==> config.mk <==
export PLATFORM = sky130hd
export DESIGN_NAME = swbm_host
export DESIGN_NICKNAME = d
export VERILOG_FILES = /design/src/rtl/swbm_pkg.sv /design/src/rtl/swbm_slot_timer.sv /design/src/rtl/swbm_line_sync.sv /design/src/rtl/swbm_frame_seq.sv /design/src/rtl/swbm_host.sv
export SDC_FILE = /design/constraint.sdc
export NUM_CORES = 1
export LEC_CHECK = 0
export ABC_AREA = 1
export BUFFER_PORTS_ARGS = -buffer_cell sky130_fd_sc_hd__buf_4
export CAP_MARGIN = 40
export CORE_UTILIZATION = 49
export CTS_CLUSTER_SIZE = 30
export DETAILED_ROUTE_END_ITERATION = 7
export GPL_ROUTABILITY_DRIVEN = 0
export HOLD_SLACK_MARGIN = 0.15
export PLACE_DENSITY = 0.78
export SYNTH_ARGS = -nofsm -noshare
export SYNTH_HDL_FRONTEND = slang
export SYNTH_SLANG_ARGS = --single-unit
==> constraint.sdc <==
create_clock -name clk -period 4.2 [get_ports clk]
set_clock_uncertainty 0.05 [all_clocks]
set_input_delay 0.21 -clock clk [delete_from_list [all_inputs] [get_ports clk]]
set_output_delay 0.21 -clock clk [all_outputs]
set_load 0.01 [all_outputs]
==> src/rtl/swbm_pkg.sv <==
package swbm_pkg;
    localparam int unsigned FRAME_BITS      = 8;
    localparam int unsigned SLOTS_PER_FRAME = FRAME_BITS + 2;
    localparam int unsigned IDX_W           = $clog2(SLOTS_PER_FRAME);
    localparam int unsigned DIDX_W          = $clog2(FRAME_BITS);

    typedef enum logic [1:0] {
        PH_IDLE,
        PH_FRAME0,
        PH_FRAME1
    } phase_e;

    typedef enum logic [2:0] {
        SK_NONE,
        SK_START,
        SK_ONE,
        SK_ZERO,
        SK_READ,
        SK_STOP
    } slot_e;
endpackage

==> src/rtl/swbm_slot_timer.sv <==
module swbm_slot_timer #(
    parameter int unsigned SLOT_W   = 8,
    parameter int unsigned MIN_SLOT = 8
) (
    input  logic              clk,
    input  logic              rst_n,
    input  logic              load,
    input  logic              run,
    input  logic [SLOT_W-1:0] cfg_len,
    output logic [SLOT_W-1:0] pos,
    output logic [SLOT_W-1:0] q_len,
    output logic [SLOT_W-1:0] h_len,
    output logic [SLOT_W-1:0] t_len,
    output logic              slot_last,
    output logic              mid
);
    localparam logic [SLOT_W-1:0] MIN_L = SLOT_W'(MIN_SLOT);

    typedef struct packed {
        logic [SLOT_W-1:0] pos;
        logic [SLOT_W-1:0] len;
    } tmr_t;

    tmr_t tmr_d, tmr_q;

    always_comb begin
        tmr_d = tmr_q;
        if (load) begin
            tmr_d.pos = '0;
            tmr_d.len = (cfg_len < MIN_L) ? MIN_L : cfg_len;
        end else if (run) begin
            tmr_d.pos = (tmr_q.pos == tmr_q.len - SLOT_W'(1)) ? '0 : tmr_q.pos + SLOT_W'(1);
        end
    end

    always_ff @(posedge clk or negedge rst_n) begin
        if (!rst_n) begin
            tmr_q.pos <= '0;
            tmr_q.len <= MIN_L;
        end else begin
            tmr_q <= tmr_d;
        end
    end

    assign pos       = tmr_q.pos;
    assign q_len     = tmr_q.len >> 2;
    assign h_len     = tmr_q.len >> 1;
    assign t_len     = q_len + h_len;
    assign slot_last = run && (tmr_q.pos == tmr_q.len - SLOT_W'(1));
    assign mid       = run && (tmr_q.pos == h_len);

    // slot length never drops below the floor
    p_len_floor_r5: assert property (@(posedge clk) disable iff (!rst_n)
        tmr_q.len >= MIN_L);

    // a running transfer keeps its captured length
    p_len_hold_r5: assert property (@(posedge clk) disable iff (!rst_n)
        (run && !load) |=> $stable(tmr_q.len));

    // slot position stays inside the slot
    p_pos_in_slot_r6: assert property (@(posedge clk) disable iff (!rst_n)
        tmr_q.pos < tmr_q.len);
endmodule

==> src/rtl/swbm_line_sync.sv <==
module swbm_line_sync #(
    parameter int unsigned STAGES = 2
) (
    input  logic clk,
    input  logic rst_n,
    input  logic din,
    output logic dout
);
    logic [STAGES-1:0] sync_d, sync_q;

    generate
        if (STAGES == 1) begin : g_single
            always_comb sync_d = din;
        end else begin : g_chain
            always_comb sync_d = {sync_q[STAGES-2:0], din};
        end
    endgenerate

    always_ff @(posedge clk or negedge rst_n) begin
        if (!rst_n) sync_q <= '1;
        else        sync_q <= sync_d;
    end

    assign dout = sync_q[STAGES-1];
endmodule

==> src/rtl/swbm_frame_seq.sv <==
module swbm_frame_seq
    import swbm_pkg::*;
(
    input  logic                  clk,
    input  logic                  rst_n,
    input  logic                  req,
    input  logic [FRAME_BITS-1:0] cmd_in,
    input  logic [FRAME_BITS-1:0] wdata_in,
    input  logic                  slot_last,
    input  logic                  mid,
    input  logic                  line_s,
    output logic                  launch,
    output logic                  busy,
    output logic                  done,
    output logic                  err,
    output logic [FRAME_BITS-1:0] rdata,
    output slot_e                 kind
);
    localparam logic [IDX_W-1:0] LAST_IDX = IDX_W'(SLOTS_PER_FRAME - 1);

    typedef struct packed {
        phase_e                phase;
        logic [IDX_W-1:0]      bidx;
        logic [FRAME_BITS-1:0] cmd;
        logic [FRAME_BITS-1:0] wbyte;
        logic [FRAME_BITS-1:0] rx;
        logic [FRAME_BITS-1:0] rdata;
        logic                  done;
        logic                  err;
    } seq_t;

    seq_t seq_d, seq_q;

    logic [DIDX_W-1:0]     didx;
    logic [FRAME_BITS-1:0] cur_byte;
    logic                  is_read;

    assign didx     = DIDX_W'(seq_q.bidx - IDX_W'(1));
    assign is_read  = seq_q.cmd[FRAME_BITS-1];
    assign cur_byte = (seq_q.phase == PH_FRAME0) ? seq_q.cmd : seq_q.wbyte;

    always_comb begin
        if (seq_q.phase == PH_IDLE)                     kind = SK_NONE;
        else if (seq_q.bidx == '0)                      kind = SK_START;
        else if (seq_q.bidx == LAST_IDX)                kind = SK_STOP;
        else if (seq_q.phase == PH_FRAME1 && is_read)   kind = SK_READ;
        else if (cur_byte[didx])                        kind = SK_ONE;
        else                                            kind = SK_ZERO;
    end

    assign launch = req && (seq_q.phase == PH_IDLE);

    always_comb begin
        seq_d      = seq_q;
        seq_d.done = 1'b0;
        if (req && seq_q.phase != PH_IDLE) seq_d.err = 1'b1;
        if (launch) begin
            seq_d.phase = PH_FRAME0;
            seq_d.bidx  = '0;
            seq_d.cmd   = cmd_in;
            seq_d.wbyte = wdata_in;
        end else if (seq_q.phase != PH_IDLE) begin
            if (mid && kind == SK_READ) seq_d.rx[didx] = line_s;
            if (slot_last) begin
                if (seq_q.bidx == LAST_IDX) begin
                    seq_d.bidx = '0;
                    if (seq_q.phase == PH_FRAME0) begin
                        seq_d.phase = PH_FRAME1;
                    end else begin
                        seq_d.phase = PH_IDLE;
                        seq_d.done  = 1'b1;
                        if (is_read) seq_d.rdata = seq_q.rx;
                    end
                end else begin
                    seq_d.bidx = seq_q.bidx + IDX_W'(1);
                end
            end
        end
    end

    always_ff @(posedge clk or negedge rst_n) begin
        if (!rst_n) begin
            seq_q.phase <= PH_IDLE;
            seq_q.bidx  <= '0;
            seq_q.cmd   <= '0;
            seq_q.wbyte <= '0;
            seq_q.rx    <= '0;
            seq_q.rdata <= '0;
            seq_q.done  <= 1'b0;
            seq_q.err   <= 1'b0;
        end else begin
            seq_q <= seq_d;
        end
    end

    assign busy  = (seq_q.phase != PH_IDLE);
    assign done  = seq_q.done;
    assign err   = seq_q.err;
    assign rdata = seq_q.rdata;

    // done lasts exactly one cycle
    p_done_single_r6: assert property (@(posedge clk) disable iff (!rst_n)
        done |=> !done);

    // done marks the end of a busy period
    p_done_after_busy_r6: assert property (@(posedge clk) disable iff (!rst_n)
        done |-> (!busy && $past(busy)));

    // read data moves only at the end of a read
    p_rdata_hold_r7: assert property (@(posedge clk) disable iff (!rst_n)
        (!done || !is_read) |-> $stable(seq_q.rdata));

    // the error flag is sticky
    p_err_sticky_r8: assert property (@(posedge clk) disable iff (!rst_n)
        err |=> err);

    // slot index stays inside a frame
    p_bidx_range_r2: assert property (@(posedge clk) disable iff (!rst_n)
        seq_q.bidx <= LAST_IDX);
endmodule

==> src/rtl/swbm_host.sv <==
module swbm_host
    import swbm_pkg::*;
#(
    parameter int unsigned SLOT_W      = 8,
    parameter int unsigned MIN_SLOT    = 8,
    parameter int unsigned SYNC_STAGES = 2
) (
    input  logic                  clk,
    input  logic                  rst_n,
    input  logic                  sw_en,
    input  logic                  tw_en,
    output logic                  tw_grant,
    input  logic [SLOT_W-1:0]     cfg_slot,
    input  logic                  start,
    input  logic [FRAME_BITS-1:0] cmd,
    input  logic [FRAME_BITS-1:0] wdata,
    output logic                  busy,
    output logic                  done,
    output logic [FRAME_BITS-1:0] rdata,
    output logic                  err,
    input  logic                  line_in,
    output logic                  line_oe
);
    logic [SLOT_W-1:0] pos, q_len, h_len, t_len;
    logic              slot_last, mid, line_s, launch;
    slot_e             kind;

    swbm_slot_timer #(
        .SLOT_W   (SLOT_W),
        .MIN_SLOT (MIN_SLOT)
    ) u_timer (
        .clk       (clk),
        .rst_n     (rst_n),
        .load      (launch),
        .run       (busy),
        .cfg_len   (cfg_slot),
        .pos       (pos),
        .q_len     (q_len),
        .h_len     (h_len),
        .t_len     (t_len),
        .slot_last (slot_last),
        .mid       (mid)
    );

    swbm_line_sync #(
        .STAGES (SYNC_STAGES)
    ) u_sync (
        .clk   (clk),
        .rst_n (rst_n),
        .din   (line_in),
        .dout  (line_s)
    );

    swbm_frame_seq u_seq (
        .clk       (clk),
        .rst_n     (rst_n),
        .req       (start && sw_en),
        .cmd_in    (cmd),
        .wdata_in  (wdata),
        .slot_last (slot_last),
        .mid       (mid),
        .line_s    (line_s),
        .launch    (launch),
        .busy      (busy),
        .done      (done),
        .err       (err),
        .rdata     (rdata),
        .kind      (kind)
    );

    always_comb begin
        case (kind)
            SK_START:        line_oe = (pos < h_len);
            SK_ONE, SK_READ: line_oe = (pos < q_len);
            SK_ZERO:         line_oe = (pos < t_len);
            default:         line_oe = 1'b0;
        endcase
    end

    assign tw_grant = tw_en && !sw_en && !busy;

    // no pull while idle
    p_idle_quiet_r1: assert property (@(posedge clk) disable iff (!rst_n)
        !busy |-> !line_oe);

    // stop slot leaves the line released
    p_stop_released_r2: assert property (@(posedge clk) disable iff (!rst_n)
        (kind == SK_STOP) |-> !line_oe);

    // every slot starts with a pull except the stop slot
    p_slot_opens_low_r2: assert property (@(posedge clk) disable iff (!rst_n)
        (busy && pos == '0 && kind != SK_STOP) |-> line_oe);

    // the companion engine is held off while this one runs
    p_grant_held_r10: assert property (@(posedge clk) disable iff (!rst_n)
        busy |-> !tw_grant);
endmodule

==> impl_results.md, run 1 <==
- Total number of vias: 3268
- Worst Path Arrival: 3.28 ns
- CP Capture Type: primary output
- RSZ-0062 raised after global routing: false
- Layout cells sized above 1: 0.163
- Origin of the critical flop-to-flop path: u_timer.h_len[2]$_DFFE_PN1P_
- Final Power: 1.77 mW
- Gr ovfl total: 0
- Post-detail-place hpwl: 6110 um
- Async set-reset flop share out of synthesis: 1.00
- Avg WL per Cell: 13.4 um
- Number of synthesized register bits: 58
- Post-Syn Nets: 549
- Root Buffer: clkbuf_8
- Worst skew pair latency: 0.35 ns
- Reg2Reg Depth: 12
- Total die area: 8150 um^2
- Router iterations before antenna repair: 6
- CP dominant cell by count: a21oi_1
- # resized after CTS: 0
- Slew HR: 0.503
- Critical Path RT: 3.94 ns
- Worst Hold Class: input port to flop
- Beginning of the critical path: u_timer.h_len[2]$_DFFE_PN1P_
- Post-synthesis sequential area ratio: 0.381
- Critical path class: flop to primary output
- Post-route setup slack: 0.660 ns
- Ant. Diodes: 0
- VDD IR-drop max: 0.000223 V
- Core area: 7410 um^2
- Leak pwr: 2.36 nW
- Syn. warnings: 0
- Setup TNS: 0 ns
- Power Density: 387 nW/um^2
- FF-to-FF setup slack: 1.70 ns
- Initial antenna violation count: 0
- Htree depth: 3
- Multi-input gate area: 2070 um^2
- Max Cap Violations: 0
- Global-route wire length before repair: 15200 um
- Final setup violation count: 0
- TritonCTS clock tree: done
- Worst-path clk slew: 0.07 ns
- Layout fillers: 632
- Crit path to: line_oe
- Clock sink count: 58
- Clock tree buffer depth: 2
- Top Ports: 43
- Synthesized instance count: 479
- Synthesized area per cell: 7.97 um^2
- Post-synth cell types: 36
- Worst path slowest cell: dfstp_2
- DP Worst Slack: 1.04 ns
- Final ANT Viol Nets: 0
- RR Endpoint: u_seq.rdata[7]$_DFFE_PN0P_
- Post-synth EDFFs: 0
- CTS buffer count: 9
- Crit-path cells: inv_1 -> ha_1 -> nand3_1 -> nand2_1 -> a21oi_1 -> o21ai_0 -> a21oi_1 -> ha_1 -> a21oi_1 -> o31a_1 -> nand2_1 -> nand3_1 -> nand3_1 -> a21oi_1 -> buf_4
- Tot GR Track Use: 0.234
- Synthesized area: 3820 um^2
- Tmin final: 3.54 ns
- Ys flop type: dfrtp_1
- # rows: 31
- Routed wire length: 8630 um
- Final std cells w/o fill: 645
- Port buffer count: 42
- CP max FO: 6
- Worst hold stages: 3
- Hold Vio Cnt, Final: 0
- Status: complete, no violations
- Nets@finish: 611
- Placed insts: 603
- Die width: 90.3 um
- Fmax: 0.282 GHz
- Fin crit share: 0.843
- Worst-margin pin slew: 0.746 ns
- Layout Utilization: 0.620
- Crit path largest cell delay: 0.58 ns
- Crit start category: flop
- DRC Markers: 0
- Largest net degree at the start of global routing: 59
- Initial Util: 0.515
- Slew Viols, Final: 0
- Vias in the first global route: 3319
- Seq. cell area: 1460 um^2
- Initial drt markers: 170
- Vias per cell: 5.07
- Die Y: 90.3 um
- Area delta synth->final: 20.3%
## where the power goes
group	internal, mW	switching, mW	leakage, nW
Combinational	0.256	0.329	1.55
Clock	0.229	0.244	0.0847
Sequential	0.611	0.105	0.724
Total	1.10	0.678	2.36
## cell families (layout without fill, tap and decap cells)
family	count (synthesis)	after routing	synth area share
buf+inv	67	134	0.0774
xor+xnor	19	19	0.0436
simple gates	240	240	0.282
flops	58	58	0.381
compound gates	55	55	0.0823
fa+ha+maj	40	40	0.133
## synthesized netlist by cell type, types with 2 or more instances
library cell | number | area, um^2
o21ai_0 | 17 | 85.1
xnor2_1 | 9 | 78.8
nand4_1 | 9 | 56.3
o22ai_1 | 6 | 37.5
dfrtp_1 | 55 | 1380
inv_2 | 4 | 15.0
dfstp_2 | 3 | 78.8
nand2_1 | 145 | 544
nand3_1 | 36 | 180
o21ai_2 | 5 | 43.8
nor2_4 | 4 | 45.0
nand2_2 | 3 | 18.8
xor2_1 | 10 | 87.6
a21oi_1 | 23 | 115
nand3_2 | 2 | 20.0
nand2_4 | 2 | 22.5
nor2_2 | 3 | 18.8
buf_4 | 8 | 60.1
nor2_1 | 25 | 93.8
nor3_1 | 7 | 35.0
buf_2 | 5 | 25.0
clkbuf_1 | 3 | 11.3
ha_1 | 39 | 488
inv_1 | 44 | 165
## sequential cells by signal (all words and copies together), names as in the netlist
| signal | count |
|---|---|
| u_timer.pos | 8 |
| u_timer.h_len | 7 |
| u_seq.done | 1 |
| u_seq.is_read | 1 |
| u_seq.err | 1 |
| u_sync.sync_q | 2 |
| u_seq.seq_q | 29 |
| u_timer.tmr_q | 1 |
| u_seq.rdata | 8 |
## through the flow
stage               instance area, um^2  hold WS [ns]
finish                             4590         0.157
global route                       4590         0.186
CTS                                4590         0.152
detailed placement                 4150         0.270
global placement                   4150         0.264
floorplan                          3820        -0.136
## how the worst min path moves through the flow
stage	start	end	slack, ns
global route	start	u_seq.err$_DFFE_PN0P_	0.19
CTS	start	u_seq.err$_DFFE_PN0P_	0.15
finish	start	u_seq.err$_DFFE_PN0P_	0.16
global placement	rst_n	u_timer.tmr_q[0]$_DFFE_PN0P_	0.26
detailed placement	rst_n	u_timer.h_len[0]$_DFFE_PN0P_	0.27
floorplan	rst_n	u_seq.done$_DFF_PN0_	-0.14
## layout by cell type (no fill, tap or decap)
cell / count
nand2_1: 145
dfrtp_1: 55
inv_1: 44
buf_4: 43
ha_1: 39
nand3_1: 36
dlygate4sd3_1: 26
nor2_1: 25
a21oi_1: 23
o21ai_0: 17
xor2_1: 10
clkbuf_8: 10
xnor2_1: 9
nand4_1: 9
nor3_1: 7
o22ai_1: 6
o21ai_2: 5
inv_2: 4
nor2_4: 4
nand2_2: 3
nor2_2: 3
clkinvlp_4: 3
dfstp_2: 3
nand3_2: 2
nand2_4: 2
clkinv_2: 2
o31a_1: 1
a21boi_2: 1
or2_2: 1
or2_0: 1
o21ai_1: 1
nand3_4: 1
clkinv_1: 1
nor4_2: 1
o21bai_1: 1
fa_1: 1
inv_6: 1
## critical path, delay by kind of cell, from the launching register on
| family | cells | cell delay (ns) |
|---|---|---|
| AND/OR/NAND/NOR | 5 | 0.42 |
| adder cells (fa/ha/maj) | 2 | 0.68 |
| buffers and inverters | 2 | 0.27 |
| AO/OA/AOI/OAI | 6 | 0.96 |
| flip-flops | 1 | 0.58 |
## repair_timing
item,4_1_cts,5_1_grt
setup buffers,0,0
hold buffers,26,0
hold endpoints to repair,80,0
## per-layer routing
layer	vias up	track usage	wire [um]	part of all wire
met5	-	0	0	0
met4	0	0.0847	152	0.018
li1	1664	-	-	-
met3	16	0.0345	340	0.039
met2	69	0.396	4180	0.48
met1	1519	0.306	3960	0.46
## final cells by class
class | count | share of cell area
multi-input cells | 354 | 0.450
flip-flops and latches | 58 | 0.317
repair buffers | 69 | 0.127
inverters | 49 | 0.0401
clock buffers | 10 | 0.0300
well taps | 99 | 0.0270
clock inverters | 6 | 0.00899
Note: power is estimated with default switching activity, not from simulation.
==> inputs of run 2 (changes only) <==
- clock period: 4.2 -> 3.5 ns (I/O delays scaled with it)
==> impl_results.md, run 2 (same netlist as run 1, synthesis figures left out) <==
- Root Buffer: clkbuf_8
- Status: complete, no violations
- CP Capture Type: primary output
- Final Instance Area: 4690 um^2 (+2.2%)
- Top Ports: 43 (unchanged)
- Post-detail-place hpwl: 5910 um (-3.3%)
- Layout cells sized above 1: 0.179 (+0.0163)
- Power Density: 468 nW/um^2 (+21%)
- Final std cells w/o fill: 651 (+0.93%)
- Core area: 7410 um^2 (unchanged)
- Worst-path clk slew: 0.07 ns (about the same)
- Largest net degree at the start of global routing: 59 (unchanged)
- Clock tree buffer depth: 2 (unchanged)
- DRC Markers: 0 (unchanged)
- Htree depth: 3 (unchanged)
- # rows: 31 (unchanged)
- Router iterations before antenna repair: 5 (-1)
- Slew Viols, Final: 0 (unchanged)
- VDD IR-drop max: 0.000300 V (+34%)
- Layout fillers: 621 (-1.7%)
- Leak pwr: 2.40 nW (+1.6%)
- Commonest non-fill, non-tap cell in the layout: nand2_1
- CTS buffer count: 9 (unchanged)
- Worst Hold Class: flop to flop
- Ant. Diodes: 0 (unchanged)
- Crit start category: flop
- Initial antenna violation count: 0 (unchanged)
- Vias in the first global route: 3338 (+0.57%)
- Tmin final: 3.27 ns
- Nets@finish: 617 (+0.98%)
- Placed insts: 604 (+0.17%)
- Critical Path RT: 3.27 ns (-0.67 ns)
- Multi-input gate area: 2100 um^2 (+1.6%)
- Clock sink count: 58 (unchanged)
- Setup TNS: 0 ns (unchanged)
- Worst skew pair latency: 0.34 ns (about the same)
- Tot GR Track Use: 0.225 (-0.00893)
- Layout Utilization: 0.634 (+0.0138)
- Final setup violation count: 0 (unchanged)
- Initial drt markers: 179 (+5.3%)
- Top flop regs: u_seq.seq_q x29, u_seq.rdata x8, u_timer.pos x8
- Avg WL per Cell: 13.0 um (-3.0%)
- Final ANT Viol Nets: 0 (unchanged)
- Top reg by flops: u_seq.seq_q
- Total die area: 8150 um^2 (unchanged)
- Port buffer count: 42 (unchanged)
- RSZ-0062 raised after global routing: false
- Placed cell areas: 4160 um^2 (+0.18%)
- Slew HR: 0.521 (+0.0186)
- Fmax: 0.306 GHz
- Max reg flops: 29 (unchanged)
- CP max FO: 4 (-2)
- Gr ovfl total: 0 (unchanged)
- Commonest cells after routing, fill and taps aside: nand2_1 (145), dfrtp_1 (55), buf_4 (47)
- Global-route wire length before repair: 14800 um (-2.5%)
- Total number of vias: 3393 (+3.8%)
- Initial Util: 0.515 (unchanged)
- Critical path class: flop to primary output
- Die width: 90.3 um (unchanged)
- Area delta synth->final: 23.0%
- Worst Path Arrival: 3.05 ns (-0.23 ns)
- Fin crit share: 0.935
- Vias per cell: 5.21 (+2.9%)
- Hold Vio Cnt, Final: 0 (unchanged)
- Seq. cell area: 1460 um^2 (unchanged)
- Die Y: 90.3 um (unchanged)
- TritonCTS clock tree: done
- Max Cap Violations: 0 (unchanged)
- Routed wire length: 8450 um (-2.1%)
- Hold slack: 0.306 ns (+0.149 ns)
- Worst-margin pin slew: 0.718 ns (-0.0279 ns)
==> run 2: what timing repair did <==
item | CTS | global route
endpoints found under the setup margin | 0 | 1
hold buffers | 28 | 0
setup buffers | 0 | 3
resized for setup | 0 | 8
endpoints found under the hold margin | 81 | 0
==> run 2: critical path: stages (launching register included) <==
cell and delay (ns):
dfstp_2 0.57, clkinvlp_4 0.14, ha_4 0.28, a21oi_2 0.12, nand2_1 0.10, a21oi_2 0.13
o21ai_1 0.10, xor2_1 0.18, ha_1 0.33, a21oi_2 0.12, o31a_1 0.12, nand2_1 0.06
nand3_1 0.08, nand3_1 0.09, a21oi_2 0.15, buf_4 0.13
==> run 2: area by class of cell <==
class / count / share of cell area
sequential: 58 / 0.310
clock buffer: 11 / 0.0301
tap: 99 / 0.0264
multi-input combinational: 354 / 0.447
clock inverter: 5 / 0.0115
timing repair buffer: 75 / 0.135
inverter: 49 / 0.0400
==> run 2: worst paths after layout <==
kind                                              start                      endpoint  slack (ns)  cells past startpoint
min in group asynchronous                         rst_n  u_timer.h_len[4]$_DFFE_PN0P_        0.38                      2
max                        u_timer.h_len[2]$_DFFE_PN1P_                       line_oe        0.23                     15
max in group asynchronous                         rst_n   u_seq.seq_q[35]$_DFFE_PN0P_        2.53                      2
min                          u_sync.sync_q[0]$_DFF_PN1_    u_sync.sync_q[1]$_DFF_PN1_        0.31                      0
min reg2reg                  u_sync.sync_q[0]$_DFF_PN1_    u_sync.sync_q[1]$_DFF_PN1_        0.31                      0
max reg2reg                u_timer.h_len[2]$_DFFE_PN1P_    u_seq.rdata[2]$_DFFE_PN0P_        1.02                     12
==> run 2: power breakdown <==
part | total [mW] | switching, mW | internal [mW] | leakage (nW)
logic | 0.739 | 0.416 | 0.322 | 1.57
registers | 0.846 | 0.112 | 0.734 | 0.724
clock network | 0.614 | 0.269 | 0.346 | 0.103
total | 2.20 | 0.797 | 1.40 | 2.40
==> run 2: stage by stage <==
| step | setup slack [ns] | power, mW |
|---|---|---|
| detailed placement | 0.406 | 1.53 |
| CTS | 0.0366 | 2.18 |
| floorplan | 0.751 | 1.33 |
| global route | 0.0244 | 2.36 |
| finish | 0.229 | 2.20 |
| global placement | 0.493 | 1.50 |
==> run 2: metal layers <==
| layer | GRT usage | part of all wire | routed length (um) |
|---|---|---|---|
| met3 | 0.0387 | 0.049 | 418 |
| met1 | 0.299 | 0.45 | 3820 |
| met4 | 0.0645 | 0.011 | 92 |
| met2 | 0.378 | 0.49 | 4120 |
| met5 | 0 | 0 | 0 |
